File: config.mk
export PLATFORM = sky130hd
export DESIGN_NAME = quad_crc16_gen
export DESIGN_NICKNAME = d
export VERILOG_FILES = /design/src/rtl/qcrc_pkg.sv /design/src/rtl/qcrc_nibble_step.sv /design/src/rtl/qcrc_quad_fold.sv /design/src/rtl/qcrc_len_ctrl.sv /design/src/rtl/quad_crc16_gen.sv
export SDC_FILE = /design/constraint.sdc
export NUM_CORES = 1
export LEC_CHECK = 0
export BUFFER_PORTS_ARGS = -buffer_cell sky130_fd_sc_hd__buf_2
export CAP_MARGIN = 25
export CORE_AREA = 2 2 99 82
export CTS_BUF_LIST = sky130_fd_sc_hd__clkbuf_8
export CTS_CLUSTER_SIZE = 24
export DETAILED_ROUTE_END_ITERATION = 7
export DIE_AREA = 0 0 101 84
export SYNTH_ARGS = -nofsm -noshare
export SYNTH_HDL_FRONTEND = slang
export SYNTH_SLANG_ARGS = --single-unit
File: constraint.sdc
create_clock -name clk -period 3.45 [get_ports clk]
set_input_delay 0.345 -clock clk [delete_from_list [all_inputs] [get_ports clk]]
set_output_delay 0.345 -clock clk [all_outputs]
set_load 0.01 [all_outputs]
File: src/rtl/qcrc_pkg.sv
package qcrc_pkg;
  localparam int CRC_W   = 16;
  localparam int NIB_W   = 4;
  localparam int TAP_HI  = 12;
  localparam int TAP_MID = 5;
  typedef logic [CRC_W-1:0] crc_t;
endpackage

File: src/rtl/qcrc_nibble_step.sv
module qcrc_nibble_step
  import qcrc_pkg::*;
(
  input  crc_t             crc_in,
  input  logic [NIB_W-1:0] nib,
  output crc_t             crc_out
);
  logic [NIB_W-1:0] sum;
  crc_t             sum_w;

  always_comb begin
    sum     = crc_in[CRC_W-1 -: NIB_W] ^ nib;
    sum_w   = crc_t'(sum);
    crc_out = (crc_in << NIB_W) ^ (sum_w << TAP_HI) ^ (sum_w << TAP_MID) ^ sum_w;
  end
endmodule

File: src/rtl/qcrc_quad_fold.sv
module qcrc_quad_fold
  import qcrc_pkg::*;
#(
  parameter int DATA_W = 32
) (
  input  crc_t              crc_in,
  input  logic [DATA_W-1:0] data,
  output crc_t              crc_out
);
  localparam int NSTEP = DATA_W / NIB_W;

  crc_t chain [NSTEP+1];

  assign chain[0] = crc_in;

  // most significant nibble enters first
  for (genvar g = 0; g < NSTEP; g++) begin : g_step
    qcrc_nibble_step u_step (
      .crc_in (chain[g]),
      .nib    (data[DATA_W-1-g*NIB_W -: NIB_W]),
      .crc_out(chain[g+1])
    );
  end

  assign crc_out = chain[NSTEP];
endmodule

File: src/rtl/qcrc_len_ctrl.sv
module qcrc_len_ctrl #(
  parameter int LEN_W = 10
) (
  input  logic             clk,
  input  logic             rst,
  input  logic             start_i,
  input  logic [LEN_W-1:0] len_i,
  input  logic             valid_i,
  output logic             accept_o,
  output logic             last_o,
  output logic             busy_o
);
  localparam logic [LEN_W-1:0] ONE = LEN_W'(1);

  logic [LEN_W-1:0] remaining;

  assign accept_o = busy_o && valid_i && !start_i;
  assign last_o   = accept_o && (remaining == ONE);

  always_ff @(posedge clk) begin
    if (rst) begin
      remaining <= '0;
      busy_o    <= 1'b0;
    end else if (start_i) begin
      remaining <= len_i;
      busy_o    <= (len_i != '0);
    end else if (accept_o) begin
      remaining <= remaining - ONE;
      if (remaining == ONE) busy_o <= 1'b0;
    end
  end

  // stalled cycles leave the count alone
  assert_stall_keeps_count_R4: assert property (@(posedge clk) disable iff (rst)
    (!valid_i && !start_i) |=> $stable(remaining));

  // busy after start matches non-zero length
  assert_start_busy_R2: assert property (@(posedge clk) disable iff (rst)
    start_i |=> (busy_o == ($past(len_i) != '0)));
endmodule

File: src/rtl/quad_crc16_gen.sv
module quad_crc16_gen
  import qcrc_pkg::*;
#(
  parameter int DATA_W = 32,
  parameter int LEN_W  = 10
) (
  input  logic              clk,
  input  logic              rst,
  input  logic              start_i,
  input  logic [LEN_W-1:0]  len_i,
  input  logic              valid_i,
  input  logic [DATA_W-1:0] data_i,
  output logic              busy_o,
  output logic              done_o,
  output logic [CRC_W-1:0]  crc_o
);
  crc_t acc;
  crc_t acc_next;
  logic accept;
  logic last;

  qcrc_len_ctrl #(.LEN_W(LEN_W)) u_ctrl (
    .clk     (clk),
    .rst     (rst),
    .start_i (start_i),
    .len_i   (len_i),
    .valid_i (valid_i),
    .accept_o(accept),
    .last_o  (last),
    .busy_o  (busy_o)
  );

  qcrc_quad_fold #(.DATA_W(DATA_W)) u_fold (
    .crc_in (acc),
    .data   (data_i),
    .crc_out(acc_next)
  );

  always_ff @(posedge clk) begin
    if (rst) begin
      acc    <= '0;
      crc_o  <= '0;
      done_o <= 1'b0;
    end else begin
      done_o <= start_i ? (len_i == '0) : last;
      if (start_i) begin
        acc   <= '0;
        crc_o <= '0;
      end else if (accept) begin
        acc <= acc_next;
        if (last) crc_o <= acc_next;
      end
    end
  end

  // completion is a single pulse
  assert_done_single_R5: assert property (@(posedge clk) disable iff (rst)
    done_o |=> !done_o);

  // engine is idle when done is reported
  assert_done_idle_R5: assert property (@(posedge clk) disable iff (rst)
    done_o |-> !busy_o);

  // idle engine holds its result
  assert_idle_hold_R6: assert property (@(posedge clk) disable iff (rst)
    (!start_i && !busy_o) |=> $stable(crc_o));

  // start clears the presented value
  assert_start_clear_R2: assert property (@(posedge clk) disable iff (rst)
    start_i |=> (crc_o == '0));
endmodule

Word-level counts from Yosys, hierarchy flattened
Cells that the tools add are included.

word-level totals
  bits in registers = 44
  input port bits = 46
  word-level logic and storage cells = 56

operators by class
  $add $sub $neg = 1
  eq/ne operators = 1
  multiplexer cells = 6
  bitwise logic cells = 32
  reductions and logical operators = 11

operator list
  cell                                                count
  bitwise XOR 16 bit                                  8
  bitwise XOR 16 x 4 -> 16 bit                        8
  bitwise XOR 16 x 9 -> 16 bit                        8
  bitwise XOR 4 bit                                   8
  2-to-1 mux 10 bit                                   2
  == test 10 x 1 -> 1 bit, second input constant      1
  zero test 10 bit                                    1
  nonzero test 10 bit                                 1
  subtractor 10 x 1 -> 10 bit, second input constant  1
  2-to-1 mux 1 bit                                    4
  AND reduction 2 bit                                 2
  nonzero test 2 bit                                  2
  logical AND 1 bit                                   3
  OR reduction 2 bit                                  1
  zero test 1 bit                                     1

Logic depth before layout (Yosys ltp)
  word-level depth = 32
  gate-level depth with buffers = 7

Cells and area by module
From an unflattened synthesis, not the netlist that was laid out.

unflattened totals
  cells, all modules = 338
  area, all modules = 4140.2 µm²

modules (own cells, without submodules)
  module            instances  cells each  area an instance (µm²)  sequential area each (µm²)
  qcrc_nibble_step  8          16          255.2                   0.0
  quad_crc16_gen    1          132         1412.6                  660.6
  qcrc_len_ctrl     1          78          685.7                   220.2

Least setup slack after synthesis
Ideal clock, no wire load.

  kind = in2reg
  start = input data_i[29]
  end = register acc[13]
  library setup time = 0.103 ns
  arrival time = 2.461 ns
  data required time = 3.347 ns
  path slack = 0.885 ns
  stages on the path = 7
  path buffers = 0
  cell sequence = xnor2_1 xnor3_2 xnor3_2 xor2_2 xnor2_2 xnor2_1 a2111oi_2

on the way
  longest elaborated chain between the ends = 32

ends and longest elaborated chain
  element                           RTL line                source
  start, declared                   quad_crc16_gen.sv:12    input logic [DATA_W-1:0] data_i,
  bitwise XOR 4 bit (*)             qcrc_nibble_step.sv:12  sum = crc_in[CRC_W-1 -: NIB_W] ^ nib;
  bitwise XOR 16 bit                qcrc_nibble_step.sv:14  crc_out = (crc_in << NIB_W) ^ (sum_w << TAP_HI) ^ (sum_w << TAP_MID) ^ sum_w;
  bitwise XOR 16 x 9 -> 16 bit      qcrc_nibble_step.sv:14
  bitwise XOR 16 x 4 -> 16 bit (*)  qcrc_nibble_step.sv:14
  bitwise XOR 4 bit                 qcrc_nibble_step.sv:12
  bitwise XOR 16 bit                qcrc_nibble_step.sv:14
  bitwise XOR 16 x 9 -> 16 bit      qcrc_nibble_step.sv:14
  bitwise XOR 16 x 4 -> 16 bit (*)  qcrc_nibble_step.sv:14
  [... 16 more ...]                 -
  bitwise XOR 4 bit                 qcrc_nibble_step.sv:12
  bitwise XOR 16 bit (*)            qcrc_nibble_step.sv:14
  bitwise XOR 16 x 9 -> 16 bit (*)  qcrc_nibble_step.sv:14
  bitwise XOR 16 x 4 -> 16 bit (*)  qcrc_nibble_step.sv:14
  bitwise XOR 4 bit                 qcrc_nibble_step.sv:12
  bitwise XOR 16 bit (*)            qcrc_nibble_step.sv:14
  bitwise XOR 16 x 9 -> 16 bit (*)  qcrc_nibble_step.sv:14
  bitwise XOR 16 x 4 -> 16 bit (*)  qcrc_nibble_step.sv:14
  end signal, assigned              quad_crc16_gen.sv:50    acc <= acc_next;
  end, declared                     quad_crc16_gen.sv:17    crc_t acc;

Every way passes the cells marked *; elsewhere a longest branch is shown, timed or not.
A chain may end at the register's enable or synchronous reset.

Worst setup path in the final report
  start = register acc[13]
  end = register acc[13]

on the way
  longest elaborated chain between the ends = 32

ends and longest elaborated chain
  element                           RTL line
  bitwise XOR 4 bit (*)             qcrc_nibble_step.sv:12
  bitwise XOR 16 bit                qcrc_nibble_step.sv:14
  bitwise XOR 16 x 9 -> 16 bit      qcrc_nibble_step.sv:14
  bitwise XOR 16 x 4 -> 16 bit (*)  qcrc_nibble_step.sv:14
  bitwise XOR 4 bit                 qcrc_nibble_step.sv:12
  bitwise XOR 16 bit                qcrc_nibble_step.sv:14
  bitwise XOR 16 x 9 -> 16 bit      qcrc_nibble_step.sv:14
  bitwise XOR 16 x 4 -> 16 bit (*)  qcrc_nibble_step.sv:14
  [... 16 more ...]                 -
  bitwise XOR 4 bit                 qcrc_nibble_step.sv:12
  bitwise XOR 16 bit (*)            qcrc_nibble_step.sv:14
  bitwise XOR 16 x 9 -> 16 bit (*)  qcrc_nibble_step.sv:14
  bitwise XOR 16 x 4 -> 16 bit (*)  qcrc_nibble_step.sv:14
  bitwise XOR 4 bit                 qcrc_nibble_step.sv:12
  bitwise XOR 16 bit (*)            qcrc_nibble_step.sv:14
  bitwise XOR 16 x 9 -> 16 bit (*)  qcrc_nibble_step.sv:14
  bitwise XOR 16 x 4 -> 16 bit (*)  qcrc_nibble_step.sv:14

Marks and branches as above.

==> results <==
- The flow ran to the end, and the final reports show no timing, DRC or antenna violations.
- TritonCTS built the clock tree.
- The number of buffers inserted by post-CTS setup repair is 0.
- The leakage dissipation is about 1.5 nW.
- Yosys instantiated no cell more often than sky130_fd_sc_hd__dfxtp_1.
- The first routing iteration left 88 violations.
- The length of the first detailed-routing pass in iterations is 4.
- The count of standard-cell rows is 29.
- The area of the mapped netlist is 0.00294 sq mm.
- The count of final max-slew check failures is 0.
- The share of flip-flops with an asynchronous set or reset after synthesis is 0%.
- Summed over all failing endpoints, the final setup total negative slack is 0 ns.
- When the netlist entered floorplanning its net count stood at 342.
- At the worst endpoint, the required time is around 3.7 ns.
- The die extent in y is approximately 84 um.
- Setup repair after global routing left no endpoint under its margin.
- The clock reaches the later pin of the worst-skew pair after ~0.30 ns.
- The element type at the critical path end is a register.
- Across the run, the number of max-cap violations was 0.
- The final worst hold slack is roughly 0.28 ns.
- The full die area is between 0.008 and 0.009 sq mm.
- The largest clock skew in the final design is around 0.008 ns.
- The clock transition at the register clock pins on the worst setup and hold paths after CTS is 0.09 ns.
- Subtracting the final worst setup slack from the clock period gives approximately 2.8 ns.
- The total area of sequential cells is between 800 and 900 sq um.
- The cell chosen for the clock root is sky130_fd_sc_hd__clkbuf_8.
- The data arrival at the endpoint of the critical path is 3.00 ns.
- The repair_antennas step left the layout with diodes totalling 0.
- The number of antenna violations at the first check in global routing is 0.
- The number of setup violations in the final report is 0.
- The number of placed instances, taps included, is 437.
- The worst setup timing slack at the placement stage is 0.564 ns.
- Dividing the final minimum period by the clock period gives approximately four fifths.
- The final setup slack of the worst path is roughly 0.66 ns.
- The maximum operating frequency is approximately 360 MHz.
- The tightest slew margin relative to the limit is about 39%.
- The number of instances resized during post-cts repair is 0.
- The non-filler instance count after layout is 445.
- In this run, post-CTS hold repair placed 0 buffers.
- Counting along the longest clock path gives a buffer depth of 2.
- The synthesized design devotes to its leading area cell type 30.0% of total area.
- 64 I/O pins were placed.
- After technology mapping, the gate count stands at approximately 300.
- Dividing the detail-routed wire length by the instance count gives 15.3 um.
- The remaining antenna violation count after routing is 0.
- The average vias per placed instance is approximately 4.8.
- The count of endpoints failing hold in the final timing report is 0.
- Counting flops with a built-in enable in the synthesized netlist gives 0.
- For this run, the leading register cell type out of synthesis is sky130_fd_sc_hd__dfxtp_1.
- Counting flops and latches in the post-synthesis netlist gives 44.
- In the post-synthesis netlist, the biggest area contributors are sky130_fd_sc_hd__dfxtp_1 (30%), sky130_fd_sc_hd__xnor2_1 (13%), sky130_fd_sc_hd__xnor3_1 (12%).
- The final net count is approximately 400.
- The mean instance size in the synthesized netlist is 10.0 sq um.
- The clock tree synthesis step divided the H-tree into 2 levels.
- The class of the most critical hold timing path is in2reg.
- The multi-input combinational cell area is 0.00200 sq mm.
- The filler cells instantiated in the layout total between 700 and 800.
- Once the floorplan was initialized, standard cells occupied 38.6% of the core.
- The fraction of final layout cells with drive strength greater than 1 is ~25%.
- For the pin with the worst max-slew slack, the measured transition is 0.922 ns.
- For this design, the sink count on the clock tree is 44.
- Ranked by instance count, the synthesized netlist is headed by sky130_fd_sc_hd__dfxtp_1 (44), sky130_fd_sc_hd__nor2_1 (43), sky130_fd_sc_hd__xnor2_1 (43), sky130_fd_sc_hd__nand2_1 (25), sky130_fd_sc_hd__a21oi_1 (23).
- The biggest area contributor in the post-synthesis netlist is sky130_fd_sc_hd__dfxtp_1.
- The worst setup path is of the reg2reg kind.
- The die width is 101 um.
- The final wirelength is about 7 mm.
- Synthesis instantiated 30 different standard cells from the library.
- Across the VDD grid, the largest voltage drop is roughly 720 uV.
- At the end of routability-driven placement, the weighted congestion stood at around 0.83.
- Yosys printed 0 warnings.
- The total via count in the routed design is between 2000 and 2500.
- The detailed-route DRC error count is 0.
- The number of buffers inserted during clock tree synthesis is 5.
- For this run, the register share of the synthesized area comes to between 20% and 30%.
- Global routing used about 17% of the available tracks across all layers.
- The global route total overflow is 0.
- The worst setup path is launched from a register.
- During placement, the flow inserted port buffers numbering 63.
- From synthesis to final layout, the design area changed by 16.9%.
- The largest fanout on the critical path is 4.
- The wire length of the first global-routing pass is 11.0 mm.
- After floorplanning, the core was sized to cover around 0.0076 sq mm.
- The total power per unit cell area is roughly 1200 mW/mm^2.
- Entering global routing, the biggest net connects 27 pins.
- The number of global-route vias before repair came to 2109.
- The final HPWL from detailed placement is 5.39 mm.
worst max-delay path: stages (launching register included):
cell                        delay (ns)
sky130_fd_sc_hd__dfxtp_1          0.34
sky130_fd_sc_hd__xnor2_1          0.41
sky130_fd_sc_hd__xnor3_2          0.48
sky130_fd_sc_hd__xnor3_2          0.45
sky130_fd_sc_hd__xor2_2           0.22
sky130_fd_sc_hd__xnor2_2          0.27
sky130_fd_sc_hd__xnor2_1          0.15
sky130_fd_sc_hd__a2111oi_2        0.36
sequential cells by signal, indices dropped and copies added, names as in the netlist:
| signal | cells |
|---|---|
| acc | 16 |
| crc_o | 16 |
| u_ctrl.remaining | 10 |
| done_o | 1 |
| u_ctrl.busy_o | 1 |
cell usage in the layout (no fill, tap or decap), drive strengths merged:
master and n:
buf 63, xnor2 49, dfxtp 44, nor2 43, nand2 25, a21oi 23
xnor3 23, xor2 16, o21ai 10, a211oi 8, nor4 7, xor3 5
clkbuf 5, nand3 4, nor2b 3, nor3 3, mux2i 3, inv 3
and3 2, a2111oi 2, o31ai 2, ha 2, and2 1, or2 1
nor4b 1, and4 1, nand4 1, bufinv 1, clkinvlp 1
metrics by stage:
step | utilization, % | power, W | instance area [sq um]
2_1_floorplan | - | 0.00317 | 2940
3_3_place_gp | 43.6 | 0.00383 | 3320
3_5_place_dp | 43.6 | 0.00381 | 3320
4_1_cts | 45.1 | 0.00425 | 3440
5_1_grt | 45.1 | 0.00447 | 3440
6_report | 45.1 | 0.00421 | 3440
per-layer routing:
metal | wire [um] | share of wire, % | global-route usage, % | vias to the layer above
li1 | - | - | - | 1112
met1 | 3610 | 53 | 26.6 | 967
met2 | 2720 | 40 | 23.4 | 65
met3 | 416 | 6.1 | 3.27 | 9
met4 | 85 | 1.2 | 3.93 | 0
met5 | 0 | 0 | 0 | -
cell type report:
| class | count | area share [%] |
|---|---|---|
| Clock buffer | 5 | 2.00 |
| Multi-Input combinational cell | 235 | 58.2 |
| Inverter | 2 | 0.218 |
| Sequential cell | 44 | 25.6 |
| Clock inverter | 3 | 1.35 |
| Timing Repair Buffer | 63 | 9.17 |
| Tap cell | 93 | 3.39 |
power by group:
group          switching [W]  total (W)  internal [W]  leakage, nW
logic                0.00169    0.00320       0.00151         1.12
clock network       0.000195   0.000414      0.000218       0.0548
registers          0.0000401   0.000591      0.000551        0.358
total                0.00193    0.00421       0.00228         1.53
logic make-up (layout without fill, tap and decap cells):
kind of cell,after synthesis,in the layout,share of synthesized area [%]
xor gates and xnor gates,93,93,43.4
and+or+nand+nor,92,92,13.7
AOI/OAI and AO/OA,45,45,9.20
DFF,44,44,30.0
buffers and inverters,15,73,1.92
muxes,3,3,1.02
adders and majority gates,2,2,0.851
final timing paths:
kind	startpoint	end	slack (ns)	depth (start not counted)
worst max register to register	acc[13]	acc[13]	0.66	7
worst min register to register	crc_o[3]	crc_o[3]	0.48	2
worst min-delay path	len_i[0]	u_ctrl.remaining[0]	0.28	3
worst max-delay path	acc[13]	acc[13]	0.66	7
Power figures use the tool's default switching activity.
